### src/rtl/ulpi_rx_pkg.sv
package ulpi_rx_pkg;

   typedef enum logic [1:0] {
      EV_IDLE   = 2'b00,
      EV_ACTIVE = 2'b01,
      EV_DISC   = 2'b10,
      EV_ERROR  = 2'b11
   } rx_event_e;

   typedef enum logic [2:0] {
      CYC_RELEASED,
      CYC_TURN,
      CYC_TURN_GO,
      CYC_STATUS,
      CYC_BYTE
   } cyc_kind_e;

endpackage

### src/rtl/ulpi_rx_phase.sv
module ulpi_rx_phase
   import ulpi_rx_pkg::*;
(
   input  logic      clk,
   input  logic      rst_n,
   input  logic      dir_i,
   input  logic      nxt_i,
   output cyc_kind_e kind_o,
   output logic      dir_q_o
);

   logic dir_q;

   always_ff @(posedge clk or negedge rst_n) begin
      if (!rst_n) dir_q <= 1'b0;
      else        dir_q <= dir_i;
   end

   always_comb begin
      if (!dir_i)              kind_o = CYC_RELEASED;
      else if (dir_i != dir_q) kind_o = nxt_i ? CYC_TURN_GO : CYC_TURN;
      else                     kind_o = nxt_i ? CYC_BYTE : CYC_STATUS;
   end

   assign dir_q_o = dir_q;

endmodule

### src/rtl/ulpi_rx_status.sv
module ulpi_rx_status
   import ulpi_rx_pkg::*;
#(
   parameter int LS_W      = 2,
   parameter bit DISC_BOTH = 1'b1
)(
   input  logic            clk,
   input  logic            rst_n,
   input  cyc_kind_e       kind_i,
   input  logic [LS_W-1:0] ls_bits_i,
   input  logic [1:0]      ev_bits_i,
   input  logic            host_mode_i,
   input  logic            rise_en_i,
   input  logic            fall_en_i,
   output logic            status_o,
   output rx_event_e       event_o,
   output logic [LS_W-1:0] line_state_o,
   output logic            host_disc_o
);

   logic            disc_q;
   logic            report_en;
   logic [LS_W-1:0] ls_q;

   assign status_o = (kind_i == CYC_STATUS);
   assign event_o  = rx_event_e'(ev_bits_i);

   always_ff @(posedge clk or negedge rst_n) begin
      if (!rst_n) begin
         ls_q   <= '0;
         disc_q <= 1'b0;
      end else if (status_o) begin
         ls_q <= ls_bits_i;
         if (host_mode_i) disc_q <= (event_o == EV_DISC);
      end
   end

   generate
      if (DISC_BOTH) begin : g_both_edges
         assign report_en = rise_en_i & fall_en_i;
      end else begin : g_any_edge
         assign report_en = rise_en_i | fall_en_i;
      end
   endgenerate

   assign line_state_o = ls_q;
   assign host_disc_o  = disc_q & report_en & host_mode_i;

   // line state only moves on a decoded status cycle
   a_r6_ls_holds: assert property (@(posedge clk) disable iff (!rst_n)
      !status_o |=> $stable(ls_q));

endmodule

### src/rtl/ulpi_rx_framer.sv
module ulpi_rx_framer
   import ulpi_rx_pkg::*;
#(
   parameter int DATA_W = 8
)(
   input  logic              clk,
   input  logic              rst_n,
   input  cyc_kind_e         kind_i,
   input  logic              status_i,
   input  rx_event_e         event_i,
   input  logic [DATA_W-1:0] data_i,
   output logic [DATA_W-1:0] byte_o,
   output logic              valid_o,
   output logic              sop_o,
   output logic              eop_o,
   output logic              drop_o,
   output logic              active_o
);

   logic active_q, got_q, dropped_q;
   logic open_pkt, close_pkt, err_hit, take;

   always_comb begin
      open_pkt  = !active_q &&
                  ((kind_i == CYC_TURN_GO) ||
                   (status_i && (event_i == EV_ACTIVE || event_i == EV_ERROR)));
      close_pkt = active_q &&
                  ((kind_i == CYC_RELEASED) ||
                   (status_i && (event_i == EV_IDLE || event_i == EV_DISC)));
      err_hit   = status_i && (event_i == EV_ERROR) && !dropped_q;
      take      = (kind_i == CYC_BYTE) && active_q && !dropped_q;
   end

   always_ff @(posedge clk or negedge rst_n) begin
      if (!rst_n) begin
         active_q  <= 1'b0;
         got_q     <= 1'b0;
         dropped_q <= 1'b0;
         byte_o    <= '0;
         valid_o   <= 1'b0;
         sop_o     <= 1'b0;
         eop_o     <= 1'b0;
         drop_o    <= 1'b0;
      end else begin
         if (open_pkt)       active_q <= 1'b1;
         else if (close_pkt) active_q <= 1'b0;

         if (open_pkt || close_pkt) got_q <= 1'b0;
         else if (take)             got_q <= 1'b1;

         if (close_pkt)    dropped_q <= 1'b0;
         else if (err_hit) dropped_q <= 1'b1;

         if (take) byte_o <= data_i;
         valid_o <= take;
         sop_o   <= take && !got_q;
         eop_o   <= close_pkt && got_q && !dropped_q;
         drop_o  <= err_hit;
      end
   end

   assign active_o = active_q;

   // a start marker always rides on a delivered byte
   a_r7_sop_on_valid: assert property (@(posedge clk) disable iff (!rst_n)
      sop_o |-> valid_o);
   // end marker only right after receive-active falls
   a_r8_eop_on_fall: assert property (@(posedge clk) disable iff (!rst_n)
      eop_o |-> (!active_q && $past(active_q)));
   // drop is a single pulse
   a_r9_drop_single: assert property (@(posedge clk) disable iff (!rst_n)
      drop_o |=> !drop_o);
   // no byte delivered while the packet is marked dropped
   a_r9_no_byte_dropped: assert property (@(posedge clk) disable iff (!rst_n)
      dropped_q |=> !valid_o);

endmodule

### src/rtl/ulpi_rx_tracker.sv
module ulpi_rx_tracker
   import ulpi_rx_pkg::*;
#(
   parameter int DATA_W    = 8,
   parameter int LS_LSB    = 0,
   parameter int LS_W      = 2,
   parameter int EV_LSB    = 4,
   parameter bit DISC_BOTH = 1'b1
)(
   input  logic              clk,
   input  logic              rst_n,
   input  logic              ulpi_dir,
   input  logic              ulpi_nxt,
   input  logic [DATA_W-1:0] ulpi_data,
   input  logic              host_mode,
   input  logic              disc_rise_en,
   input  logic              disc_fall_en,
   output logic [DATA_W-1:0] rx_byte,
   output logic              rx_valid,
   output logic              rx_sop,
   output logic              rx_eop,
   output logic              rx_drop,
   output logic              rx_active,
   output logic [LS_W-1:0]   line_state,
   output logic              host_disc
);

   localparam int EV_W = 2;
   localparam int LS_MSB = LS_LSB + LS_W - 1;
   localparam int EV_MSB = EV_LSB + EV_W - 1;

   initial begin
      assert (LS_MSB < DATA_W) else $error("line state field outside data bus");
      assert (EV_MSB < DATA_W) else $error("event field outside data bus");
      assert (LS_MSB < EV_LSB || EV_MSB < LS_LSB) else $error("status fields overlap");
   end

   cyc_kind_e kind;
   rx_event_e event_code;
   logic      dir_q, status_cyc;

   ulpi_rx_phase i_phase (
      .clk     (clk),
      .rst_n   (rst_n),
      .dir_i   (ulpi_dir),
      .nxt_i   (ulpi_nxt),
      .kind_o  (kind),
      .dir_q_o (dir_q)
   );

   ulpi_rx_status #(.LS_W(LS_W), .DISC_BOTH(DISC_BOTH)) i_status (
      .clk          (clk),
      .rst_n        (rst_n),
      .kind_i       (kind),
      .ls_bits_i    (ulpi_data[LS_MSB:LS_LSB]),
      .ev_bits_i    (ulpi_data[EV_MSB:EV_LSB]),
      .host_mode_i  (host_mode),
      .rise_en_i    (disc_rise_en),
      .fall_en_i    (disc_fall_en),
      .status_o     (status_cyc),
      .event_o      (event_code),
      .line_state_o (line_state),
      .host_disc_o  (host_disc)
   );

   ulpi_rx_framer #(.DATA_W(DATA_W)) i_framer (
      .clk      (clk),
      .rst_n    (rst_n),
      .kind_i   (kind),
      .status_i (status_cyc),
      .event_i  (event_code),
      .data_i   (ulpi_data),
      .byte_o   (rx_byte),
      .valid_o  (rx_valid),
      .sop_o    (rx_sop),
      .eop_o    (rx_eop),
      .drop_o   (rx_drop),
      .active_o (rx_active)
   );

   // a turnaround cycle never yields a byte
   a_r2_turn_no_byte: assert property (@(posedge clk) disable iff (!rst_n)
      (ulpi_dir != dir_q) |=> !rx_valid);
   // releasing the bus always ends receive-active
   a_r5_release_clears: assert property (@(posedge clk) disable iff (!rst_n)
      !ulpi_dir |=> !rx_active);
   // delivered bytes only inside receive-active
   a_r7_valid_in_active: assert property (@(posedge clk) disable iff (!rst_n)
      rx_valid |-> rx_active);

endmodule

### config.mk
export PLATFORM = sky130hd
export DESIGN_NAME = ulpi_rx_tracker
export DESIGN_NICKNAME = d
export VERILOG_FILES = /design/src/rtl/ulpi_rx_pkg.sv /design/src/rtl/ulpi_rx_phase.sv /design/src/rtl/ulpi_rx_status.sv /design/src/rtl/ulpi_rx_framer.sv /design/src/rtl/ulpi_rx_tracker.sv
export SDC_FILE = /design/constraint.sdc
export NUM_CORES = 1
export LEC_CHECK = 0
export BUFFER_PORTS_ARGS = -buffer_cell sky130_fd_sc_hd__buf_2
export CAP_MARGIN = 30
export CORE_MARGIN = 2
export CORE_UTILIZATION = 44
export CTS_BUF_LIST = sky130_fd_sc_hd__clkbuf_16
export CTS_CLUSTER_DIAMETER = 30
export DETAILED_ROUTE_END_ITERATION = 8
export PLACE_DENSITY = 0.84
export RECOVER_POWER = 25
export SLEW_MARGIN = 15
export SYNTH_ARGS = -nofsm -noshare
export SYNTH_HDL_FRONTEND = slang
export SYNTH_SLANG_ARGS = --single-unit
### constraint.sdc
create_clock -name clk -period 2.3 [get_ports clk]
set_clock_uncertainty 0.05 [all_clocks]
set_input_delay 0.115 -clock clk [delete_from_list [all_inputs] [get_ports clk]]
set_output_delay 0.115 -clock clk [all_outputs]
set_load 0.05 [all_outputs]
==> metrics.yaml, run 1 <==
status: "complete, no violations"
start_util_pct: 46.2
p_per_area_nw_per_um2: 1320
finalSetupViolCount: 0
clkTransAtPathRegs_ns: 0.05
drive_above_1_share_pct: 47.8
cts.repair.resized: 0
min_path_type: "input port to flop"
numCtsBuffers: 3
synth.avg_cell_area_sq_um: 13.9
timing.final.crit_period_ns: 1.92
synthTopCellsByArea: "dfrtp_1, mux2_2, nor3_4"
synth_top_cell_area_share_pct: 60.2
synthesis.area_sq_um: 790
leakage_nw: 0.548
startpoint: "i_phase.dir_q_o"
cp_max_fo: 10
final-seq-area_sq_um: 475
routed_via_density: 4.94
worstPathArrival_ns: 2.00
synth_fp_nets: 73
cts_root_buffer: "clkbuf_16"
wl_per_cell_um: 12.4
clock.fmax_ghz: 0.522
dpl_cell_area_sq_um: 971
yosysSeqAreaShare_pct: 60.2
area_delta_synth_final_pct: 33.9
diodes: 0
grt_antenna_before_repair: 0
ys_ff_latch: 19
top_usage_layer: "met2"
die_x_um: 46.4
dp_hpwl_um: 1070
grt_max_degree: 20
h-tree-depth: 1
drtAntennaViolNets: 0
dr.pass1.iters: 4
synth_cell_types: 23
finalHoldViolCount: 0
grt-ovfl-total: 0
grt.met3_usage_pct: 3.53
rsz0062_at_grt: "no"
synth_edf_count: 0
timing.setup.tns_ns: 0
gr-usage-met1_pct: 20.2
synth-main-ff-cell: "dfrtp_1"
nFillCells: 130
crit_end: "i_framer.byte_o[0]"
reg2reg_depth: 5
p_total_mw: 1.40
met2_usage_pct: 24.7
post_cts_buffers: 0
path_class: "flop to flop"
fin_crit_sh_pct: 83.3
finalMaxSlewViolations: 0
track_usage_pct: 16.1
crit_required_ns: 2.38
clock-sinks: 19
ir_drop_mv: 0.803
die_area_sq_um: 2150
crit_path_end_kind: "flop"
cp-start-kind: "flop"
synth_commonest_cells: "dfrtp_1, mux2_2, nor2_1"
port_buffers: 30
slew-limit-headroom_pct: 34.8
first_iter_violations: 4
fin_area_sq_um: 1060
num_vias: 578
cts_tree: "yes"
wirelength_um: 1450
max_cap_violations: 0
yosys.area.top_type: "dfrtp_1"
async_flop_share_pct: 100
whs_ns: 0.0472
synth_cells: 57
layout.nets: 109
multi_input_area_sq_um: 307
core-area_sq_um: 1710
grt_pass1_wl_um: 2340
ys_warn_count: 0
reg2reg_slack_ns: 0.38
drc: 0
synth.most_common_cell: "dfrtp_1"
first_global_vias: 537
rr_startpoint: "i_phase.dir_q_o"
gp_congestion: 0.843
io_pins: 31
num_rows: 15
r2r-end: "i_framer.byte_o[0]"
worstMarginPinSlew_ns: 0.978
die_y_um: 46.4
clk_latency_ns: 0.25
cts_buffer_depth: 2
worst max-delay path: stages, from the launching register on:
cell and delay (ns):
dfrtp_1 0.37, xnor2_1 0.15, ha_1 0.23, nand4b_1 0.20, nor3_4 0.41, mux2_2 0.39
where the power goes:
part / switching (mW) / internal, mW / total [mW] / leakage [nW]
Combinational: 0.409 / 0.154 / 0.563 / 0.256
Sequential: 0.0538 / 0.432 / 0.486 / 0.250
Clock: 0.116 / 0.231 / 0.347 / 0.0423
Total: 0.579 / 0.818 / 1.40 / 0.548
state kept, by name, indices dropped and copies added (netlist names):
name	count
i_framer.dropped_q	1
i_framer.got_q	1
i_framer.byte_o	8
i_framer.valid_o	1
i_framer.eop_o	1
i_framer.sop_o	1
i_phase.dir_q_o	1
i_framer.active_o	1
i_status.line_state_o	2
i_status.disc_q	1
i_framer.drop_o	1
area by class of cell:
cell class	count	area share [%]
Inverter	2	0.710
Tap cell	25	2.96
Sequential cell	19	45.0
Clock buffer	3	7.10
Timing Repair Buffer	31	14.9
Multi-Input combinational cell	36	29.0
Clock inverter	1	0.355
per-layer routing:
layer / wire [um] / part of all wire (%)
met5: 0 / 0
met1: 650 / 45
met4: 21 / 1.4
met2: 691 / 48
met3: 85 / 5.9
cell families after synthesis:
logic type	count (synthesis)	share of synthesized area [%]
buffers and inverters	2	0.951
muxes	11	15.7
xor gates and xnor gates	1	1.11
and+or+nand+nor	17	14.6
DFF	19	60.2
adders and majority gates	1	1.58
AOI/OAI and AO/OA	6	5.86
worst min-delay path by stage:
stage	start	endpoint	depth (start not counted)
after floorplan	rst_n	i_framer.active_o	0
after global placement	rst_n	i_status.line_state_o[0]	1
after detailed placement	rst_n	i_framer.byte_o[0]	1
after CTS	ulpi_dir	i_phase.dir_q_o	1
after global routing	ulpi_data[3]	i_framer.byte_o[3]	2
final	ulpi_data[7]	i_framer.byte_o[7]	2
metrics by stage:
stage / utilization, % / instances / setup WS (ns)
4_1_cts: 62.1 / 117 / 0.354
5_1_grt: 61.9 / 117 / 0.195
6_report: 61.9 / 117 / 0.383
3_3_place_gp: 56.8 / 112 / 0.452
3_5_place_dp: 56.8 / 112 / 0.358
2_1_floorplan: - / 57 / 0.504
timing repair:
item	4_1_cts	5_1_grt
hold buffers	1	0
endpoints found under the hold margin	19	0
endpoints found under the setup margin	0	0
layout by cell type, fill, tap and decap left out:
| master | count |
|---|---|
| buf_2 | 28 |
| dfrtp_1 | 19 |
| mux2_2 | 11 |
| nor2_1 | 3 |
| inv_1 | 3 |
| clkbuf_16 | 3 |
| nand3_1 | 2 |
| nor2b_1 | 2 |
| nand2_1 | 2 |
| clkbuf_1 | 2 |
| and4bb_2 | 1 |
| nand4b_1 | 1 |
| nor3_4 | 1 |
| nor4_1 | 1 |
| nor3b_1 | 1 |
| o21bai_1 | 1 |
| a21oi_1 | 1 |
| and4_1 | 1 |
| xnor2_1 | 1 |
| o311ai_1 | 1 |
| a21boi_0 | 1 |
| nand3b_1 | 1 |
| or3_1 | 1 |
| o211a_1 | 1 |
| o21a_1 | 1 |
| ha_1 | 1 |
| dlygate4sd3_1 | 1 |
Power figures use the tool's default switching activity.
==> run 2, diff against run 1 <==
Settings changed: CORE_UTILIZATION 44 to 41, PLACE_DENSITY 0.84 to 0.83.
Clock period 2.3 ns to 1.6 ns, I/O delays scaled along.
==> run 2 against run 1 <==
Net effect:
- the run now ends with negative setup slack left
- sequential share of layout area is 4.2 points lower
- clock power is 48% higher
- critical path depth is 1 higher
- non-clock buffer count is 6 higher
- fmax is 9.8% higher
- worst hold slack worse by 0.041 ns
- core utilization is 4.4 points higher
- via count is 4.8% higher
- critical endpoint is now i_framer.byte_o[5]
==> metrics.yaml, run 2 (synthesis gave the netlist of run 1 again) <==
grt_antenna_before_repair: 0  # unchanged
drtAntennaViolNets: 0  # unchanged
slew-limit-headroom_pct: 36.3  # was 34.8%
drive_above_1_share_pct: 59.2  # was 47.8%
wl_per_cell_um: 13.7  # was 12.4 um
area_delta_synth_final_pct: 48.2  # was 33.9%
path_class: "flop to flop"  # unchanged
rsz0062_at_grt: "yes"  # was no
fin_area_sq_um: 1170  # was 1060 sq um
fin_util_pct: 66.3  # was 61.9%
crit_path_end_kind: "flop"  # unchanged
clk_latency_ns: 0.25  # about the same
nFillCells: 145  # was 130
wirelength_um: 1690  # was 1450 um
fin_cells: 123  # was 117
grt_pass1_wl_um: 2520  # was 2340 um
dpl_cell_area_sq_um: 1030  # was 971 sq um
die_y_um: 47.9  # was 46.4 um
timing.setup.tns_ns: -1.34  # was 0 ns
rr_startpoint: "i_phase.dir_q_o"  # unchanged
fin_crit_sh_pct: 109  # was 83.3%
layout.nets: 115  # was 109
gp_congestion: 0.704  # was 0.843
drc: 0  # unchanged
max_cap_violations: 0  # unchanged
num_vias: 606  # was 578
reg2reg_depth: 6  # was 5
cp-start-kind: "flop"  # unchanged
clkTransAtPathRegs_ns: 0.05  # about the same
status: "finished with violations"  # was complete, no violations
dp_hpwl_um: 1200  # was 1070 um
place_inst: 117  # was 112
dr.pass1.iters: 4  # unchanged
cp_max_fo: 10  # unchanged
p_total_mw: 2.11  # was 1.40 mW
port_buffers: 30  # unchanged
core-area_sq_um: 1760  # was 1710 sq um
die_area_sq_um: 2290  # was 2150 sq um
final_common_cell: "buf_2"  # unchanged
worstMarginPinSlew_ns: 0.956  # was 0.978 ns
timing.final.crit_period_ns: 1.75  # was 1.92 ns
track_usage_pct: 16.8  # was 16.1%
multi_input_area_sq_um: 362  # was 307 sq um
ir_drop_mv: 1.29  # was 0.803 mV
r2r-end: "i_framer.byte_o[5]"  # was i_framer.byte_o[0]
numCtsBuffers: 3  # unchanged
finalMaxSlewViolations: 0  # unchanged
violations: "negative setup slack"
first_global_vias: 583  # was 537
mostFrequentLayoutCells: "buf_2, dfrtp_1, mux2_2"  # unchanged
worstPathArrival_ns: 1.83  # was 2.00 ns
cts_tree: "yes"  # unchanged
cts_root_buffer: "clkbuf_16"  # unchanged
whs_ns: 0.00615  # was 0.0472 ns
die_x_um: 47.9  # was 46.4 um
startpoint: "i_phase.dir_q_o"  # unchanged
p_per_area_nw_per_um2: 1800  # was 1320 nW/um^2
finalSetupViolCount: 14  # was 0
clock.fmax_ghz: 0.573  # was 0.522 GHz
grt-ovfl-total: 0  # unchanged
start_util_pct: 44.8  # was 46.2%
clock-sinks: 19  # unchanged
crit_end: "i_framer.byte_o[5]"  # was i_framer.byte_o[0]
h-tree-depth: 1  # unchanged
reg2reg_slack_ns: -0.15  # was 0.38 ns
first_iter_violations: 14  # was 4
io_pins: 31  # unchanged
num_rows: 15  # unchanged
regMostFlops: "i_framer.byte_o"  # unchanged
place_ws_ns: -0.157  # was 0.358 ns
leakage_nw: 0.595  # was 0.548 nW
finalHoldViolCount: 0  # unchanged
crit_required_ns: 1.69  # was 2.38 ns
final-seq-area_sq_um: 477  # was 475 sq um
min_path_type: "input port to flop"  # unchanged
cts_buffer_depth: 2  # unchanged
largest_register_ff_count: 8  # unchanged
routed_via_density: 4.93  # was 4.94
diodes: 0  # unchanged
grt_max_degree: 20  # unchanged
setup_ws_ns: -0.145  # was 0.383 ns
==> run 2: cell count changes in the layout (fill, tap and decap cells not counted), sizes merged <==
cell    previous run  this run
buf               28        34
inv                3         2
clkinv             0         1
==> run 2: worst min-delay path by stage <==
stage | startpoint | end | cells past startpoint
floorplan | rst_n | i_framer.active_o | 0
global placement | rst_n | i_framer.byte_o[7] | 1
detailed placement | rst_n | i_framer.valid_o | 1
CTS | ulpi_data[6] | i_framer.byte_o[6] | 2
global route | ulpi_data[7] | i_framer.byte_o[7] | 2
finish | ulpi_data[6] | i_framer.byte_o[6] | 2
==> run 2: per-layer routing <==
layer  track usage [%]  part of all wire [%]
met1              19.7                    41
met4              8.11                   1.5
met5                 0                     0
met3              4.91                   6.7
met2              28.0                    51
==> run 2: worst max-delay path, cell delays in order (launching register included) <==
cell	delay [ns]
dfrtp_1	0.39
xnor2_2	0.18
ha_4	0.17
nand4b_1	0.16
nor3_4	0.20
buf_12	0.16
mux2_2	0.33
==> run 2: repair_timing <==
action / 4_1_cts / 5_1_grt
endpoints found under the hold margin: 19 / 0
gates resized for setup: 1 / 8
endpoints found under the setup margin: 14 / 17
pin swaps: 1 / 1
buffers inserted: 1 / 0
hold buffers: 1 / 0
==> run 2: power breakdown <==
group | internal, mW | leakage, nW | switching [mW]
Sequential | 0.624 | 0.249 | 0.0854
Combinational | 0.276 | 0.305 | 0.607
Clock | 0.335 | 0.0409 | 0.179
==> run 2: cell type report <==
type | count | share of cell area, %
repair buffers | 37 | 18.2
clock buffers | 3 | 6.42
well taps | 25 | 2.67
flip-flops and latches | 19 | 40.7
inverters | 2 | 0.642
clock inverters | 1 | 0.428
multi-input cells | 36 | 30.9
